**src/rtl/spi_cmd_shifter.sv**
```systemverilog
module spi_cmd_shifter #(
  parameter int CLK_DIV = 4
) (
  input  logic       clk,
  input  logic       rst_n,
  input  logic       reg_we,
  input  logic [3:0] reg_addr,
  input  logic [7:0] reg_wdata,
  output logic [7:0] reg_rdata,
  output logic       spi_cs_n,
  output logic       spi_sclk,
  output logic       spi_mosi,
  input  logic       spi_miso
);
  localparam int TX_BYTES = 6;
  localparam int RX_BYTES = 7;
  localparam int WIN_BITS = RX_BYTES * 8;
  localparam int HALF     = CLK_DIV / 2;
  localparam int HW       = (HALF > 1) ? $clog2(HALF) : 1;
  localparam int BW       = $clog2(WIN_BITS + 1);
  localparam logic [HW-1:0] PH_TOP = HW'(HALF - 1);
  localparam logic [3:0] A_CNT = 4'd6;
  localparam logic [3:0] A_CTL = 4'd7;
  localparam logic [3:0] A_RX0 = 4'd8;

  typedef enum logic [2:0] {S_IDLE, S_LEAD, S_HIGH, S_LOW, S_TRAIL} st_t;

  st_t                 st;
  logic [7:0]          txd [TX_BYTES];
  logic [BW-1:0]       cnt, left;
  logic [HW-1:0]       ph;
  logic [WIN_BITS-1:0] tx_sh, rx_sh, tx_init;
  logic                busy, done;

  wire wr_slot = reg_we && !busy && (reg_addr < 4'(TX_BYTES));
  wire wr_cnt  = reg_we && !busy && (reg_addr == A_CNT);
  wire go      = reg_we && !busy && (reg_addr == A_CTL) && reg_wdata[0];
  wire [BW-1:0] cnt_in = (reg_wdata > 8'(WIN_BITS)) ? BW'(WIN_BITS) : reg_wdata[BW-1:0];
  wire [3:0] rx_idx = reg_addr - A_RX0;

  always_comb begin
    tx_init = '0;
    for (int i = 0; i < TX_BYTES; i++) tx_init[8*(i+1) +: 8] = txd[i];
  end

  always_ff @(posedge clk or negedge rst_n) begin
    if (!rst_n) begin
      for (int i = 0; i < TX_BYTES; i++) txd[i] <= '0;
      cnt <= '0;
    end else begin
      if (wr_slot) txd[reg_addr[2:0]] <= reg_wdata;
      if (wr_cnt)  cnt <= cnt_in;
    end
  end

  always_ff @(posedge clk or negedge rst_n) begin
    if (!rst_n) begin
      st <= S_IDLE; spi_cs_n <= 1'b1; spi_sclk <= 1'b0;
      busy <= 1'b0; done <= 1'b0;
      tx_sh <= '0; rx_sh <= '0; left <= '0; ph <= '0;
    end else begin
      case (st)
        S_IDLE: if (go) begin
          done <= (cnt == '0);
          if (cnt != '0) begin
            busy <= 1'b1; spi_cs_n <= 1'b0;
            tx_sh <= tx_init; rx_sh <= '0; left <= cnt;
            st <= S_LEAD;
          end
        end
        S_LEAD: begin
          spi_sclk <= 1'b1;
          rx_sh <= {rx_sh[WIN_BITS-2:0], spi_miso};
          ph <= PH_TOP;
          st <= S_HIGH;
        end
        S_HIGH: if (ph != '0) ph <= ph - 1'b1;
        else begin
          spi_sclk <= 1'b0;
          ph <= PH_TOP;
          left <= left - 1'b1;
          if (left == BW'(1)) st <= S_TRAIL;
          else begin
            tx_sh <= tx_sh << 1;
            st <= S_LOW;
          end
        end
        S_LOW: if (ph != '0) ph <= ph - 1'b1;
        else begin
          spi_sclk <= 1'b1;
          rx_sh <= {rx_sh[WIN_BITS-2:0], spi_miso};
          ph <= PH_TOP;
          st <= S_HIGH;
        end
        S_TRAIL: if (ph != '0) ph <= ph - 1'b1;
        else begin
          spi_cs_n <= 1'b1; busy <= 1'b0; done <= 1'b1;
          st <= S_IDLE;
        end
        default: st <= S_IDLE;
      endcase
    end
  end

  assign spi_mosi = !spi_cs_n && tx_sh[WIN_BITS-1];

  always_comb begin
    reg_rdata = '0;
    if (reg_addr < 4'(TX_BYTES))      reg_rdata = txd[reg_addr[2:0]];
    else if (reg_addr == A_CNT)       reg_rdata = 8'(cnt);
    else if (reg_addr == A_CTL)       reg_rdata = {6'b0, done, busy};
    else if (rx_idx < 4'(RX_BYTES))   reg_rdata = rx_sh[{rx_idx[2:0], 3'b000} +: 8];
  end


  sclk_in_frame_chk: assert property (@(posedge clk) disable iff (!rst_n)
    spi_sclk |-> !spi_cs_n);

  mosi_hold_chk: assert property (@(posedge clk) disable iff (!rst_n)
    (spi_sclk && $past(spi_sclk)) |-> $stable(spi_mosi));

  busy_done_excl_chk: assert property (@(posedge clk) disable iff (!rst_n)
    !(busy && done));

  done_hold_chk: assert property (@(posedge clk) disable iff (!rst_n)
    (done && !go) |=> done);

  zero_count_chk: assert property (@(posedge clk) disable iff (!rst_n)
    (go && cnt == '0) |=> (done && !busy && spi_cs_n));

  busy_cnt_write_chk: assert property (@(posedge clk) disable iff (!rst_n)
    (busy && reg_we && reg_addr == A_CNT) |=> $stable(cnt));

  cnt_clamp_chk: assert property (@(posedge clk) disable iff (!rst_n)
    cnt <= BW'(WIN_BITS));
endmodule

```
**config.mk**
```make
export PLATFORM = sky130hd
export DESIGN_NAME = spi_cmd_shifter
export DESIGN_NICKNAME = d
export VERILOG_FILES = /design/src/rtl/spi_cmd_shifter.sv
export SDC_FILE = /design/constraint.sdc
export NUM_CORES = 1
export LEC_CHECK = 0
export BUFFER_PORTS_ARGS = -buffer_cell sky130_fd_sc_hd__buf_2
export CORE_MARGIN = 3
export CORE_UTILIZATION = 25
export CTS_BUF_LIST = sky130_fd_sc_hd__clkbuf_8
export CTS_CLUSTER_DIAMETER = 50
export CTS_CLUSTER_SIZE = 8
export DETAILED_ROUTE_END_ITERATION = 10
export PLACE_DENSITY = 0.49
export SYNTH_ARGS = -nofsm -noshare
export SYNTH_HDL_FRONTEND = slang
export SYNTH_SLANG_ARGS = --single-unit
```
**constraint.sdc**
```tcl
create_clock -name clk -period 2.65 [get_ports clk]
set_input_delay 0.265 -clock clk [delete_from_list [all_inputs] [get_ports clk]]
set_output_delay 0.265 -clock clk [all_outputs]
set_load 0.01 [all_outputs]
```
==> flow_summary.html <==
<table>
<tr><th>Metric</th><th>Value</th></tr>
<tr><th colspan="2">Run status</th></tr>
<tr><td>Result of the run</td><td>completed</td></tr>
<tr><th colspan="2">Synthesis</th></tr>
<tr><td>FF+latch count, synth</td><td>172</td></tr>
<tr><td>Post-synth EDFFs</td><td>0</td></tr>
<tr><td>Most frequently used flop master after synthesis</td><td>sky130_fd_sc_hd__dfrtp_1</td></tr>
<tr><td>Cell count after synthesis</td><td>702</td></tr>
<tr><td>Sequential-to-total area share from yosys stat</td><td>52.72%</td></tr>
<tr><td>Yosys warnings</td><td>0</td></tr>
<tr><td>Synth unique cells</td><td>54</td></tr>
<tr><td>Avg Synthesized Cell Area</td><td>11.63 um2</td></tr>
<tr><td>Fraction of synthesized cell area taken by the top area cell type</td><td>52.40%</td></tr>
<tr><td>Leading post-synthesis cells by cell area</td><td>sky130_fd_sc_hd__dfrtp_1 52%, sky130_fd_sc_hd__mux2i_1 7.5%, sky130_fd_sc_hd__mux2_2 7.0%</td></tr>
<tr><td>Combined area of all synthesized cells</td><td>8167 um2</td></tr>
<tr><td>Cell taking the most area after synthesis</td><td>sky130_fd_sc_hd__dfrtp_1</td></tr>
<tr><td>Syn nets</td><td>720</td></tr>
<tr><td>Fraction of registers with async set or reset after synthesis</td><td>100.0%</td></tr>
<tr><th colspan="2">Drt</th></tr>
<tr><td>Detailed-route wire length per cell</td><td>18.40 um</td></tr>
<tr><td>Overall via count from detail_route</td><td>5622</td></tr>
<tr><td>Detailed-route vias per instance</td><td>4.785</td></tr>
<tr><td>Final wirelength</td><td>21620 um</td></tr>
<tr><td>Iteration count of the initial detailed-routing pass</td><td>5</td></tr>
<tr><td>Count of nets left with antenna violations after detail routing</td><td>0</td></tr>
<tr><td>Total DRC errors in the routed layout</td><td>0</td></tr>
<tr><td>Initial drt markers</td><td>286</td></tr>
<tr><th colspan="2">Clocking</th></tr>
<tr><td>Post-cts sizing count</td><td>0</td></tr>
<tr><td>Maximum level of the CTS H-tree</td><td>4</td></tr>
<tr><td>Master cell of the clock root buffer</td><td>sky130_fd_sc_hd__clkbuf_8</td></tr>
<tr><td>Number of clock buffers inserted by TritonCTS</td><td>17</td></tr>
<tr><td>Buffer depth of the longest clock path</td><td>2</td></tr>
<tr><td>Clock Sink Count</td><td>172</td></tr>
<tr><td>Insertion delay of the later-clocked pin in the worst-skew pair</td><td>0.46 ns</td></tr>
<tr><td>Clock-pin transition on the worst setup and hold timing paths</td><td>0.07 ns</td></tr>
<tr><td>TritonCTS clock tree</td><td>yes</td></tr>
<tr><th colspan="2">Floorplan</th></tr>
<tr><td>Initial standard-cell utilization of the core</td><td>25.62%</td></tr>
<tr><td>Placeable core region</td><td>31880 um2</td></tr>
<tr><td>Width of the chip</td><td>186.7 um</td></tr>
<tr><td>I/O pin count</td><td>27</td></tr>
<tr><td>Die area</td><td>34870 um2</td></tr>
<tr><td>Die height</td><td>186.7 um</td></tr>
<tr><td>Number of rows in the core area</td><td>65</td></tr>
<tr><th colspan="2">Final layout</th></tr>
<tr><td>Area growth syn-to-layout</td><td>13.64%</td></tr>
<tr><td>Fraction of layout instances using a drive strength above 1</td><td>22.43%</td></tr>
<tr><td>Combined area of the multi-input logic cells</td><td>3563 um2</td></tr>
<tr><td>Number of fillers in the final layout</td><td>3355</td></tr>
<tr><td>Sequential cell area</td><td>4305 um2</td></tr>
<tr><td>Number of inserted diodes</td><td>0</td></tr>
<tr><td>Net count of the finished layout</td><td>745</td></tr>
<tr><th colspan="2">Placement</th></tr>
<tr><td>Number of port buffers</td><td>26</td></tr>
<tr><td>Hpwl dp</td><td>14910 um</td></tr>
<tr><td>Gp weighted congestion</td><td>0.7998</td></tr>
<tr><td>Minimum setup slack after placement</td><td>0.2105 ns</td></tr>
<tr><th colspan="2">STA</th></tr>
<tr><td>Setup repair after global routing missed its margin</td><td>false</td></tr>
<tr><td>Final count of hold timing violations</td><td>0</td></tr>
<tr><td>Headroom to the max-slew limit</td><td>54.83%</td></tr>
<tr><td>Measured slew at the worst slew-check pin</td><td>0.6775 ns</td></tr>
<tr><td>Max-slew violation total from the final report</td><td>0</td></tr>
<tr><td>Final worst-path setup slack</td><td>0.2134 ns</td></tr>
<tr><td>Final total negative setup slack</td><td>0 ns</td></tr>
<tr><td>Final setup skew</td><td>0.02080 ns</td></tr>
<tr><td>Final worst-path cycle share</td><td>91.95%</td></tr>
<tr><td>Max frequency</td><td>410.4 MHz</td></tr>
<tr><td>Setup violators final</td><td>0</td></tr>
<tr><td>Final Critical Period</td><td>2.437 ns</td></tr>
<tr><td>Fin Hold WS</td><td>0.2199 ns</td></tr>
<tr><th colspan="2">Worst setup path</th></tr>
<tr><td>Required time worst endpoint</td><td>2.38 ns</td></tr>
<tr><td>Max Fanout on Critical Path</td><td>24</td></tr>
<tr><td>Arrival time at the worst endpoint</td><td>2.17 ns</td></tr>
<tr><td>R2r setup slk</td><td>0.47 ns</td></tr>
<tr><td>Type of element launching the critical path</td><td>input port</td></tr>
<tr><td>Category of the most critical setup path</td><td>in2out</td></tr>
<tr><td>Critical path capture point type</td><td>output pin</td></tr>
<tr><th colspan="2">Flow run</th></tr>
<tr><td>Max-capacitance violation count</td><td>0</td></tr>
<tr><th colspan="2">Pwr</th></tr>
<tr><td>Overall power after layout</td><td>4904 uW</td></tr>
<tr><td>Power density relative to cell area</td><td>528.4 nW/um2</td></tr>
<tr><td>Static leakage</td><td>0.004378 uW</td></tr>
<tr><td>Worst supply voltage drop on vdd</td><td>0.0002538 V</td></tr>
<tr><th colspan="2">Global routing</th></tr>
<tr><td>Aggregate global routing overflow</td><td>0</td></tr>
<tr><td>Vias in the first global route</td><td>5578</td></tr>
<tr><td>First-pass GRT wire length</td><td>34330 um</td></tr>
<tr><td>Largest net degree at the start of global routing</td><td>95</td></tr>
<tr><td>Number of antenna violations at the first check in global routing</td><td>0</td></tr>
<tr><td>Total routing usage reported by global routing</td><td>12.54%</td></tr>
<tr><th colspan="2">Min path</th></tr>
<tr><td>Worst min-delay path class</td><td>in2reg</td></tr>
</table>
==> critical path, stage by stage <==
cell                      delay, ns
sky130_fd_sc_hd__buf_2         0.47
sky130_fd_sc_hd__buf_4         0.34
sky130_fd_sc_hd__mux4_2        0.55
sky130_fd_sc_hd__o21ai_0       0.19
sky130_fd_sc_hd__a21oi_1       0.15
sky130_fd_sc_hd__buf_2         0.17
==> metal layers <==
| metal | up-vias | global-route usage [%] | part of all wire [%] |
|---|---|---|---|
| met3 | 20 | 2.048 | 2.6 |
| met4 | 0 | 3.664 | 1.3 |
| met1 | 2844 | 19.03 | 52 |
| met5 | - | 0 | 0 |
| li1 | 2660 | - | - |
| met2 | 98 | 18.30 | 44 |
==> synthesized netlist by cell type, types with 4 or more instances <==
library cell               instances
sky130_fd_sc_hd__clkbuf_1         15
sky130_fd_sc_hd__o21ai_1          21
sky130_fd_sc_hd__buf_2            22
sky130_fd_sc_hd__mux2i_1          61
sky130_fd_sc_hd__a22o_1           59
sky130_fd_sc_hd__nand2b_1          4
sky130_fd_sc_hd__mux2_2           51
sky130_fd_sc_hd__or2_2             4
sky130_fd_sc_hd__o211ai_1          7
sky130_fd_sc_hd__inv_1            10
sky130_fd_sc_hd__nor2b_1           5
sky130_fd_sc_hd__a31oi_1           6
sky130_fd_sc_hd__o21ai_0          60
sky130_fd_sc_hd__nor2_1           20
sky130_fd_sc_hd__nand2_1          69
sky130_fd_sc_hd__dfrtp_1         171
sky130_fd_sc_hd__nor3_1           10
sky130_fd_sc_hd__mux4_2           13
sky130_fd_sc_hd__buf_4            13
sky130_fd_sc_hd__nand3_1          11
sky130_fd_sc_hd__a21oi_1          21
==> what timing repair did <==
| action | in CTS | in global routing |
|---|---|---|
| hold buffers | 2 | 0 |
| setup endpoints to repair | 0 | 0 |
| hold endpoints to repair | 62 | 0 |
| buffers inserted | 0 | 0 |
==> state kept, by name (all words and copies together) (netlist names) <==
signal / cells
left: 6
st: 3
spi_cs_n: 1
rx_sh: 56
spi_sclk: 1
tx_init: 48
done: 1
tx_sh: 48
cnt: 6
ph: 1
busy: 1
==> where the power goes <==
part | internal (uW) | leakage, uW | switching [uW]
logic | 120 | 0.00182 | 209
clock network | 944 | 0.000218 | 952
registers | 2650 | 0.00234 | 28.9
total | 3710 | 0.00438 | 1190
==> metrics by stage <==
| step | util [%] | cell area (um2) | std cells |
|---|---|---|---|
| floorplan | - | 8167 | 702 |
| global placement | 27.79 | 8859 | 1141 |
| detailed placement | 27.79 | 8859 | 1141 |
| CTS | 29.11 | 9280 | 1175 |
| global route | 29.11 | 9280 | 1175 |
| finish | 29.11 | 9280 | 1175 |
==> cells by family after synthesis <==
family	count (synthesis)	synth area share (%)
mux	125	18.09
flops	172	52.72
simple gates	138	8.151
compound gates	203	16.95
fa+ha+maj	2	0.3064
buf+inv	62	3.784
==> cell type report <==
type                            count  area share [%]
Clock buffer                       18           2.670
Timing Repair Buffer               57           4.571
Tap cell                          435           5.865
Multi-Input combinational cell    468           38.40
Sequential cell                   172           46.39
Clock inverter                     14           1.658
Inverter                           11          0.4449
==> worst paths after layout <==
path / depth (start not counted) / endpoint / startpoint
max in group asynchronous: 3 / tx_init[53]$_DFFE_PN0P_ / rst_n
max reg2reg: 5 / tx_sh[45]$_DFFE_PN0P_ / st[2]$_DFFE_PN0P_
max: 6 / reg_rdata[4] / reg_addr[0]
min: 2 / cnt[5]$_DFFE_PN0P_ / reg_wdata[5]
min reg2reg: 2 / tx_sh[9]$_DFFE_PN0P_ / tx_sh[9]$_DFFE_PN0P_
min in group asynchronous: 2 / spi_sclk$_DFFE_PN0P_ / rst_n
==> cells in the final DEF, fill, tap and decap left out, types with 18 or more instances in the layout <==
cell type,synthesis,final
sky130_fd_sc_hd__dfrtp_1,171,171
sky130_fd_sc_hd__nand2_1,69,69
sky130_fd_sc_hd__mux2i_1,61,61
sky130_fd_sc_hd__o21ai_0,60,60
sky130_fd_sc_hd__a22o_1,59,59
sky130_fd_sc_hd__mux2_2,51,51
sky130_fd_sc_hd__buf_2,22,25
sky130_fd_sc_hd__buf_4,13,25
sky130_fd_sc_hd__a21oi_1,21,21
sky130_fd_sc_hd__o21ai_1,21,21
sky130_fd_sc_hd__nor2_1,20,20
sky130_fd_sc_hd__clkbuf_8,0,18
Power figures use the tool's default switching activity.
